**src/rtl/lfe_pkg.sv**
```systemverilog
package lfe_pkg;
  typedef enum logic [1:0] {
    ST_IDLE  = 2'd0,
    ST_CMD   = 2'd1,
    ST_BEATS = 2'd2,
    ST_WRITE = 2'd3
  } fill_state_e;
endpackage

```
**src/rtl/lfe_rst_sync.sv**
```systemverilog
// Asynchronous assertion, synchronous release of an active-low reset.
module lfe_rst_sync #(
  parameter int STAGES = 2
) (
  input  logic clk,
  input  logic rst_n,
  output logic rst_n_sync
);
  logic [STAGES-1:0] chain_q;

  generate
    for (genvar i = 0; i < STAGES; i++) begin : g_stage
      always_ff @(posedge clk or negedge rst_n) begin
        if (!rst_n) begin
          chain_q[i] <= 1'b0;
        end else begin
          if (i == 0) chain_q[i] <= 1'b1;
          else        chain_q[i] <= chain_q[(i == 0) ? 0 : i-1];
        end
      end
    end
  endgenerate

  assign rst_n_sync = chain_q[STAGES-1];
endmodule

```
**src/rtl/lfe_ctrl.sv**
```systemverilog
// Fill sequencer: request capture, command issue, beat counting, array write.
module lfe_ctrl
  import lfe_pkg::*;
#(
  parameter int ADDR_W     = 32,
  parameter int CHUNK_W    = 3,
  parameter int BYTE_W     = 3,
  parameter int LINE_OFS_W = CHUNK_W + BYTE_W
) (
  input  logic                         clk,
  input  logic                         rst_n,
  input  logic                         req_valid,
  input  logic [ADDR_W-1:0]            req_addr,
  output logic                         req_ready,
  input  logic                         mem_cmd_ready,
  output logic                         mem_cmd_valid,
  input  logic                         mem_rsp_valid,
  input  logic                         arr_wr_ready,
  output logic                         arr_wr_valid,
  output logic [ADDR_W-LINE_OFS_W-1:0] line_base,
  output logic [CHUNK_W-1:0]           first_chunk,
  output logic [BYTE_W-1:0]            byte_ofs,
  output logic                         beat_take,
  output logic [CHUNK_W-1:0]           beat_slot,
  output logic                         beat_first
);
  localparam logic [CHUNK_W-1:0] LAST_BEAT = '1;

  fill_state_e         state_q, state_d;
  logic [CHUNK_W-1:0]  cnt_q, cnt_d;
  logic [ADDR_W-1:0]   addr_q;
  logic                addr_en;

  // next-state logic
  always_comb begin
    state_d = state_q;
    cnt_d   = cnt_q;
    addr_en = 1'b0;
    unique case (state_q)
      ST_IDLE: begin
        if (req_valid) begin
          state_d = ST_CMD;
          cnt_d   = '0;
          addr_en = 1'b1;
        end
      end
      ST_CMD: begin
        if (mem_cmd_ready) state_d = ST_BEATS;
      end
      ST_BEATS: begin
        if (mem_rsp_valid) begin
          cnt_d = cnt_q + 1'b1;
          if (cnt_q == LAST_BEAT) state_d = ST_WRITE;
        end
      end
      ST_WRITE: begin
        if (arr_wr_ready) state_d = ST_IDLE;
      end
      default: state_d = ST_IDLE;
    endcase
  end

  // control registers
  always_ff @(posedge clk or negedge rst_n) begin
    if (!rst_n) begin
      state_q <= ST_IDLE;
      cnt_q   <= '0;
    end else begin
      state_q <= state_d;
      cnt_q   <= cnt_d;
    end
  end

  // captured miss address, enabled on acceptance only
  always_ff @(posedge clk) begin
    if (addr_en) addr_q <= req_addr;
  end

  assign req_ready     = (state_q == ST_IDLE);
  assign mem_cmd_valid = (state_q == ST_CMD);
  assign arr_wr_valid  = (state_q == ST_WRITE);
  assign line_base     = addr_q[ADDR_W-1:LINE_OFS_W];
  assign first_chunk   = addr_q[LINE_OFS_W-1:BYTE_W];
  assign byte_ofs      = addr_q[BYTE_W-1:0];
  assign beat_take     = (state_q == ST_BEATS) && mem_rsp_valid;
  assign beat_slot     = first_chunk + cnt_q;   // wraps modulo line beats
  assign beat_first    = beat_take && (cnt_q == '0);
endmodule

```
**src/rtl/lfe_line_buf.sv**
```systemverilog
// Line buffer: one register per chunk slot, written at its home position.
module lfe_line_buf #(
  parameter int BEAT_W  = 64,
  parameter int BEATS   = 8,
  parameter int CHUNK_W = $clog2(BEATS),
  parameter int LINE_W  = BEAT_W * BEATS
) (
  input  logic               clk,
  input  logic               wr_en,
  input  logic [CHUNK_W-1:0] wr_slot,
  input  logic [BEAT_W-1:0]  wr_data,
  output logic [LINE_W-1:0]  line
);
  generate
    for (genvar s = 0; s < BEATS; s++) begin : g_slot
      logic [BEAT_W-1:0] slot_q;
      logic              slot_en;

      assign slot_en = wr_en && (wr_slot == CHUNK_W'(s));

      always_ff @(posedge clk) begin
        if (slot_en) slot_q <= wr_data;
      end

      assign line[s*BEAT_W +: BEAT_W] = slot_q;
    end
  endgenerate
endmodule

```
**src/rtl/line_fill_engine.sv**
```systemverilog
module line_fill_engine #(
  parameter int ADDR_W     = 32,
  parameter int BEAT_W     = 64,
  parameter int BEATS      = 8,
  parameter int RST_STAGES = 2,
  localparam int BYTE_W     = $clog2(BEAT_W / 8),
  localparam int CHUNK_W    = $clog2(BEATS),
  localparam int LINE_OFS_W = BYTE_W + CHUNK_W,
  localparam int LINE_W     = BEAT_W * BEATS
) (
  input  logic               clk,
  input  logic               rst_n,
  input  logic               req_valid,
  output logic               req_ready,
  input  logic [ADDR_W-1:0]  req_addr,
  output logic               mem_cmd_valid,
  input  logic               mem_cmd_ready,
  output logic [ADDR_W-1:0]  mem_cmd_addr,
  output logic [CHUNK_W-1:0] mem_cmd_first,
  input  logic               mem_rsp_valid,
  input  logic [BEAT_W-1:0]  mem_rsp_data,
  output logic               fwd_valid,
  output logic [BEAT_W-1:0]  fwd_data,
  output logic [BYTE_W-1:0]  fwd_byte_ofs,
  output logic               arr_wr_valid,
  input  logic               arr_wr_ready,
  output logic [ADDR_W-1:0]  arr_wr_addr,
  output logic [LINE_W-1:0]  arr_wr_line
);
  logic                         rst_n_int;
  logic [ADDR_W-LINE_OFS_W-1:0] line_base;
  logic [CHUNK_W-1:0]           first_chunk;
  logic [BYTE_W-1:0]            byte_ofs;
  logic                         beat_take;
  logic [CHUNK_W-1:0]           beat_slot;
  logic                         beat_first;

  lfe_rst_sync #(.STAGES(RST_STAGES)) u_rst (
    .clk        (clk),
    .rst_n      (rst_n),
    .rst_n_sync (rst_n_int)
  );

  lfe_ctrl #(
    .ADDR_W     (ADDR_W),
    .CHUNK_W    (CHUNK_W),
    .BYTE_W     (BYTE_W),
    .LINE_OFS_W (LINE_OFS_W)
  ) u_ctrl (
    .clk           (clk),
    .rst_n         (rst_n_int),
    .req_valid     (req_valid),
    .req_addr      (req_addr),
    .req_ready     (req_ready),
    .mem_cmd_ready (mem_cmd_ready),
    .mem_cmd_valid (mem_cmd_valid),
    .mem_rsp_valid (mem_rsp_valid),
    .arr_wr_ready  (arr_wr_ready),
    .arr_wr_valid  (arr_wr_valid),
    .line_base     (line_base),
    .first_chunk   (first_chunk),
    .byte_ofs      (byte_ofs),
    .beat_take     (beat_take),
    .beat_slot     (beat_slot),
    .beat_first    (beat_first)
  );

  lfe_line_buf #(
    .BEAT_W  (BEAT_W),
    .BEATS   (BEATS),
    .CHUNK_W (CHUNK_W),
    .LINE_W  (LINE_W)
  ) u_buf (
    .clk     (clk),
    .wr_en   (beat_take),
    .wr_slot (beat_slot),
    .wr_data (mem_rsp_data),
    .line    (arr_wr_line)
  );

  assign mem_cmd_addr  = {line_base, {LINE_OFS_W{1'b0}}};
  assign mem_cmd_first = first_chunk;
  assign arr_wr_addr   = {line_base, {LINE_OFS_W{1'b0}}};

  // critical chunk bypasses the buffer in its arrival cycle
  assign fwd_valid     = beat_first;
  assign fwd_data      = mem_rsp_data;
  assign fwd_byte_ofs  = byte_ofs;
endmodule

```
**config.mk**
```make
export PLATFORM = sky130hd
export DESIGN_NAME = line_fill_engine
export DESIGN_NICKNAME = d
export VERILOG_FILES = /design/src/rtl/lfe_pkg.sv /design/src/rtl/lfe_rst_sync.sv /design/src/rtl/lfe_ctrl.sv /design/src/rtl/lfe_line_buf.sv /design/src/rtl/line_fill_engine.sv
export SDC_FILE = /design/constraint.sdc
export NUM_CORES = 1
export LEC_CHECK = 0
export ABC_AREA = 1
export BUFFER_PORTS_ARGS = -buffer_cell sky130_fd_sc_hd__clkbuf_2
export CORE_AREA = 10 10 288 290
export DETAILED_ROUTE_END_ITERATION = 10
export DIE_AREA = 0 0 298 300
export PLACE_DENSITY_LB_ADDON = 0.15
export SLEW_MARGIN = 20
export SYNTH_ARGS = -nofsm -noshare
export SYNTH_HDL_FRONTEND = slang
export SYNTH_SLANG_ARGS = --single-unit
```
**constraint.sdc**
```tcl
create_clock -name clk -period 1.4 [get_ports clk]
set_input_delay 0.28 -clock clk [delete_from_list [all_inputs] [get_ports clk]]
set_output_delay 0.28 -clock clk [all_outputs]
set_load 0.01 [all_outputs]
```
==> key figures, run 1 <==
Yosys
  – Fraction of the mapped netlist area in compound gates: 0.00177
  – Yosys warning count: 0
  – EDFF count, synth: 544
  – Synth unique cells: 17
  – Synth Area in Adders: 0.00678
  – Async set-reset flop share out of synthesis: 0.0127
  – Largest family of logic cells by synthesized area: buffers and inverters
  – Post-Syn Instances: 732
  – Simple-gate share of the synthesized area: 0.0106
  – Mapped cell area: 17700 µm²
  – Mux share of post-synthesis cell area: 0
  – Syn_area_per_cell: 24.2 µm²
  – Post-Synth XOR/XNOR Area: 0.000989
  – Synth Register Bits: 551
  – Synth Flop Type: edfxtp_1
  – Seq/Total Area, Yosys: 0.932

Placed design
  – Gpl congestion: 0.743
  – IO Port Bufs: 739
  – Post-DP HPWL: 43.5 mm

Timing
  – Final setup margin: -0.803 ns
  – Clock skew: 0.0114 ns
  – Final setup TNS: -389.93 ns
  – Final setup viols: 817
  – Fmax: 0.454 GHz
  – Slew Viols, Final: 0
  – Fin. Hold Viols: 0
  – Fin crit share: 1.57
  – Final min period: 2.20 ns
  – RSZ-0062 raised after global routing: yes

Layout
  – Area of the multi-input gates: 561 µm²
  – Synth-to-Final Area Change: 50.6%
  – Fillers: 7506
  – Storage cell area: 16500 µm²
  – Most frequent cells in the layout: 738 x clkbuf_2, 544 x edfxtp_1, 88 x clkbuf_16
  – Commonest non-fill, non-tap cell in the layout: clkbuf_2
  – Share of cells above drive strength 1: 0.576
  – # nets final: 1730

Min path
  – WHS Endpoint: u_buf.g_slot[4].slot_q[20]
  – Hold Path Class: input port to register
  – Hold Crit Start: mem_rsp_data[20]
  – Hold depth: 1

Floorplan
  – Die Span Y: 300 µm
  – DIE AREA: 89400 µm²
  – Row count: 102
  – Core ar.: 77100 µm²
  – Io pins: 752
  – Chip width: 298 µm
  – Starting Density: 0.230

Power and ir drop
  – Power Total: 41.8 mW
  – Pwr Density: 1570 nW/µm²
  – Worst vdd ir: 981 µV
  – Leak pwr: 10.5 nW

Worst setup path
  – CP arrival: 2.53 ns
  – R2R cell count: 8
  – Worst endpoint required time: 1.73 ns
  – Crit Reg-Reg Startpoint: u_ctrl.cnt_q[0]
  – Crit Path Class: register to register
  – Startpoint type of the worst setup path: register
  – R2r setup slk: -0.80 ns
  – R2r endpoint: u_buf.g_slot[4].slot_q[34]
  – Worst setup EP type: register
  – Crit path max fanout: 5

Detailed routing
  – DRT iter0 DRCs: 577
  – Via Count: 10.3k
  – Drt first pass iters: 4
  – WL/cell: 25.4 µm
  – Aggregate routed wire length: 68.8 mm
  – Post-route DRC: 0
  – DR vias/cell: 3.80
  – ANT nets after route: 0

Global routing
  – Grt ovf: 0
  – Total track usage: 0.130
  – Largest net degree at the start of global routing: 36
  – Initial antenna violation count: 1
  – First-pass GRT wire length: 84.8 mm
  – Number of global-route vias before repair: 10.9k

Flow run
  – Maxcap violations: 0

Status
  – Run status: complete, but fails checks
  – Failing checks: negative setup slack

CTS
  – Num CTS Buffers: 60
  – CTS tree: yes
  – Htree depth: 2
  – CTS sink cnt: 551
  – Clock-pin slew on the worst setup and hold paths: 0.06 ns
  – CTS max path bufs: 3
  – Worst-Skew Late Latency: 0.61 ns
  – Clock root buffer master: clkbuf_16
-- how the worst max path moves through the flow --
stage | start | to | slack [ns]
5_1_grt | u_ctrl.cnt_q[0] | u_buf.g_slot[4].slot_q[50] | -0.86
2_1_floorplan | u_ctrl.addr_q[3] | u_buf.g_slot[3].slot_q[0] | -1.33
3_5_place_dp | u_ctrl.addr_q[3] | u_buf.g_slot[2].slot_q[20] | -0.79
6_report | u_ctrl.cnt_q[0] | u_buf.g_slot[4].slot_q[34] | -0.80
4_1_cts | u_ctrl.addr_q[3] | u_buf.g_slot[1].slot_q[1] | -0.79
3_3_place_gp | u_ctrl.addr_q[3] | u_buf.g_slot[4].slot_q[21] | -0.78
-- sequential cells by signal, summed over array words and instances (netlist names) --
register,flops
u_rst.rst_n_sync,1
u_ctrl.cnt_q,3
u_rst.chain_q,1
u_buf.g_slot.slot_q,512
u_ctrl.state_q,2
u_ctrl.addr_q,32
-- synth_stat cells, types with 2 or more instances --
master	count	share of area
edfxtp_1	544	0.92
nor2_1	11	0.0023
ha_1	8	0.0057
buf_4	102	0.043
inv_1	15	0.0032
nand2_2	3	0.0011
nand2_1	23	0.0049
inv_2	3	0.00064
nand3_1	7	0.0020
conb_1	2	0.00042
dfrtp_1	7	0.0099
o21bai_1	2	0.00085
-- area by class of cell --
type	instances	share of cell area
multi-input combinational	72	0.0210
tap	1040	0.0488
inverter	18	0.00272
sequential	551	0.619
antenna	1	0.0000938
clock inverter	42	0.0146
timing repair buffer	916	0.236
clock buffer	70	0.0577
-- critical path, cell delays in order, from the launching register on --
cell and delay [ns]:
dfrtp_1 0.37, ha_2 0.18, inv_2 0.04, fa_2 0.62, nand3_4 0.11, nor2_4 0.14, buf_12 0.14, buf_12 0.14
clkbuf_16 0.16
-- per-stage QoR --
stage                      util  setup WS (ns)  area, µm²  instances  hold slack, ns
after CTS                 0.329         -0.788      25400       2653       0.0000734
final                     0.346         -0.803      26700       2710          0.0217
after floorplan               -          -1.33      17800        743         -0.0156
after global routing      0.346         -0.861      26700       2710          0.0133
after detailed placement  0.292         -0.794      22500       2456           0.102
after global placement    0.292         -0.784      22500       2456           0.102
-- cells by family (layout without fill, tap and decap cells) --
family / after synthesis / in the layout
flops: 551 / 551
simple gates: 45 / 45
other cells: 2 / 14
buf+inv: 120 / 1046
fa+ha+maj: 9 / 9
xor+xnor: 2 / 2
compound gates: 3 / 3
-- metal layers --
| layer | track usage | share of wire | wire (µm) |
|---|---|---|---|
| met5 | 0 | 0 | 0 |
| met4 | 0.0337 | 0.019 | 1330 |
| met3 | 0.0555 | 0.087 | 6020 |
| met2 | 0.231 | 0.50 | 34100 |
| met1 | 0.139 | 0.40 | 27400 |
-- report_power, final --
group	total [mW]	internal [mW]	switching, mW
combinational	6.36	2.54	3.82
clock	15.5	8.98	6.52
sequential	19.9	19.5	0.398
total	41.8	31.0	10.7
-- timing repair --
item / in CTS / in global routing
hold buffers: 75 / 0
gates cloned: 3 / 41
gates resized for setup: 4 / 72
pin swaps: 0 / 11
buffers inserted: 7 / 18
hold endpoints to repair: 348 / 0
setup endpoints to repair: 1120 / 1123
Power figures use the tool's default switching activity.
==> run 2, diff against run 1 <==
Settings changed: ABC_AREA 1 to unset, BUFFER_PORTS_ARGS -buffer_cell sky130_fd_sc_hd__clkbuf_2 to unset, CORE_AREA 10 10 288 290 to 10 10 283 285, DIE_AREA 0 0 298 300 to 0 0 293 295, DONT_BUFFER_PORTS set to 1.
==> key figures, run 2 <==
Status
  – Run status: complete, but fails checks
  – Failing checks: negative setup slack

Layout
  – Max FFs per register: 512
  – Synth-to-Final Area Change: 27.2%
  – Fillers: 7107
  – Final cell count without fillers: 1891
  – Largest Register: u_buf.g_slot.slot_q
  – # nets final: 987
  – Ant. Diodes: 0
  – Share of cells above drive strength 1: 0.208
  – Largest registers: u_buf.g_slot.slot_q: 512 flops, u_ctrl.addr_q: 32 flops, u_ctrl.cnt_q: 3 flops
  – Commonest non-fill, non-tap cell in the layout: edfxtp_1
  – Most frequent cells in the layout: 544 x edfxtp_1, 102 x dlygate4sd3_1, 68 x clkbuf_16

Timing
  – Pin slew with the least headroom to its limit: 0.753 ns
  – Max-slew headroom: 0.496
  – Worst Hold Slack: 0.0375 ns
  – Final setup margin: -1.08 ns
  – Fin. Hold Viols: 0
  – RSZ-0062 raised after global routing: yes
  – Final setup viols: 565
  – Fin crit share: 1.77
  – Clock skew: 0.0149 ns
  – Fmax: 0.403 GHz
  – Final min period: 2.48 ns
  – Slew Viols, Final: 0

Power and ir drop
  – Leak pwr: 7.22 nW
  – Power Total: 39.8 mW
  – Worst vdd ir: 856 µV
  – Pwr Density: 1770 nW/µm²

Detailed routing
  – Drt first pass iters: 4
  – Aggregate routed wire length: 59.4 mm
  – DRT iter0 DRCs: 558
  – Via Count: 7634
  – DR vias/cell: 4.04
  – Post-route DRC: 0
  – ANT nets after route: 0
  – WL/cell: 31.4 µm

Global routing
  – Grt ovf: 0
  – Total track usage: 0.122
  – Number of global-route vias before repair: 7777
  – Initial antenna violation count: 7
  – First-pass GRT wire length: 73.7 mm
  – Largest net degree at the start of global routing: 39

Floorplan
  – Die Span Y: 295 µm
  – Chip width: 293 µm
  – DIE AREA: 86400 µm²
  – Row count: 100
  – Starting Density: 0.239
  – Core ar.: 74200 µm²
  – Io pins: 752

CTS
  – CTS max path bufs: 3
  – Htree depth: 2
  – CTS tree: yes
  – Worst-Skew Late Latency: 0.60 ns
  – Num CTS Buffers: 56
  – Clock-pin slew on the worst setup and hold paths: 0.06 ns
  – CTS sink cnt: 551
  – Clock root buffer master: clkbuf_16

Worst setup path
  – Startpoint type of the worst setup path: register
  – R2r setup slk: -1.08 ns
  – Worst endpoint required time: 1.70 ns
  – Crit path max fanout: 16
  – CP dominant cell by count: buf_12
  – R2r endpoint: u_buf.g_slot[2].slot_q[22]
  – Crit Reg-Reg Startpoint: u_ctrl.addr_q[3]
  – Worst stage delay on the critical path: 0.37 ns
  – Critical-path top delay cell: edfxtp_1
  – Crit-path cells: ha_1 -> inv_1 -> fa_2 -> xnor2_4 -> buf_12 -> xor2_4 -> nor4_4 -> buf_4 -> buf_12 -> buf_16
  – R2R cell count: 10
  – CP arrival: 2.78 ns
  – Worst setup EP type: register
  – Crit Path Class: register to register

Min path
  – Hold Crit Start: mem_rsp_valid
  – Hold depth: 3
  – WHS Endpoint: u_ctrl.cnt_q[2]
  – Hold Path Class: input port to register

Flow run
  – Maxcap violations: 0

Placed design
  – IO Port Bufs: 0
  – Post-DP HPWL: 38.5 mm
  – Pre-CTS WS: -1.01 ns
  – Gpl congestion: 0.737
  – Placed cells: 1643

Yosys
  – Post-Syn Instances: 717
  – Synth top cells by count: 544 x edfxtp_1, 102 x buf_4, 9 x inv_1
  – Most frequent cell after synthesis: edfxtp_1
  – Mapped cell area: 17700 µm²
  – Async set-reset flop share out of synthesis: 0.0127
  – Synth top area share: 0.921
  – Yosys warning count: 0
  – Synth Register Bits: 551
  – Synth unique cells: 29
  – Ranking of synthesized cells by area: edfxtp_1 92%, buf_4 4.3%, dfrtp_1 0.99%, ha_1 0.56%, inv_1 0.19%
  – Syn_area_per_cell: 24.7 µm²
  – EDFF count, synth: 544
  – Seq/Total Area, Yosys: 0.931
  – Cell taking the most area after synthesis: edfxtp_1
  – Synth Flop Type: edfxtp_1
[run 2: changes by cell type after synthesis, sizes merged, moves of 3 or more]
| cell | change |
|---|---|
| nand3 | -4 |
| nor2 | -6 |
| nor3 | +3 |
| inv | -9 |
| o21ai | +3 |
| nand2 | -23 |
[run 2: layout make-up]
type / count / area, µm² / area share
clock buffers: 64 / 1450 / 0.0644
clock inverters: 40 / 348 / 0.0154
inverters: 9 / 33.8 / 0.00150
multi-input cells: 64 / 616 / 0.0273
flip-flops and latches: 551 / 16500 / 0.732
well taps: 969 / 1210 / 0.0538
repair buffers: 194 / 2380 / 0.106
[run 2: cell families (layout without fill, tap and decap cells)]
family,Yosys count,in the layout,share of synthesized area
AO/OA/AOI/OAI,11,11,0.00536
XOR/XNOR,3,3,0.00148
adder cells (fa/ha/maj),9,9,0.00677
buffers and inverters,113,307,0.0456
flip-flops,551,551,0.931
multiplexers,1,1,0.000846
other,2,13,0.000423
AND/OR/NAND/NOR,27,27,0.00840
[run 2: worst max path at each step]
stage / start / end / slack (ns) / depth (start not counted)
2_1_floorplan: u_ctrl.cnt_q[0] / u_buf.g_slot[2].slot_q[0] / -2.44 / 6
3_3_place_gp: u_ctrl.addr_q[3] / u_buf.g_slot[2].slot_q[9] / -0.97 / 8
3_5_place_dp: u_ctrl.addr_q[3] / u_buf.g_slot[2].slot_q[9] / -1.01 / 8
4_1_cts: u_ctrl.addr_q[3] / u_buf.g_slot[2].slot_q[9] / -1.00 / 8
5_1_grt: u_ctrl.addr_q[3] / u_buf.g_slot[2].slot_q[39] / -1.17 / 10
6_report: u_ctrl.addr_q[3] / u_buf.g_slot[2].slot_q[22] / -1.08 / 10
[run 2: where the power goes]
group / internal [mW] / switching [mW] / total [mW]
clock network: 8.36 / 6.17 / 14.5
registers: 19.7 / 1.36 / 21.1
logic: 1.89 / 2.33 / 4.22
total: 30.0 / 9.86 / 39.8
[run 2: stage by stage]
stage | TNS (ns) | util | area, µm²
after floorplan | -1131.49 | - | 17900
after global placement | -454.74 | 0.255 | 18900
after detailed placement | -469.40 | 0.255 | 18900
after CTS | -474.33 | 0.295 | 21900
after global routing | -530.08 | 0.304 | 22600
final | -479.55 | 0.304 | 22600
[run 2: worst max-delay path, delay by kind of cell, from the launching register on]
kind                     cells  cell delay (ns)
XOR/XNOR                     2             0.35
adder cells (fa/ha/maj)      2             0.52
buffers and inverters        5             0.72
flip-flops                   1             0.37
AND/OR/NAND/NOR              1             0.20
[run 2: routing by layer]
metal | routed length (µm) | GRT usage | vias up
met5 | 13 | 0 | -
met4 | 1640 | 0.0377 | 2
met3 | 6380 | 0.0578 | 102
met2 | 31100 | 0.222 | 608
met1 | 20300 | 0.121 | 3909
li1 | - | - | 3013
[run 2: repair_timing]
action                                  4_1_cts  5_1_grt
endpoints found under the hold margin       550        0
gates resized for setup                       6       21
setup buffers                                 4       20
pin swaps                                     1        5
hold buffers                                102        0
gates cloned                                  2       16
endpoints found under the setup margin      651      650
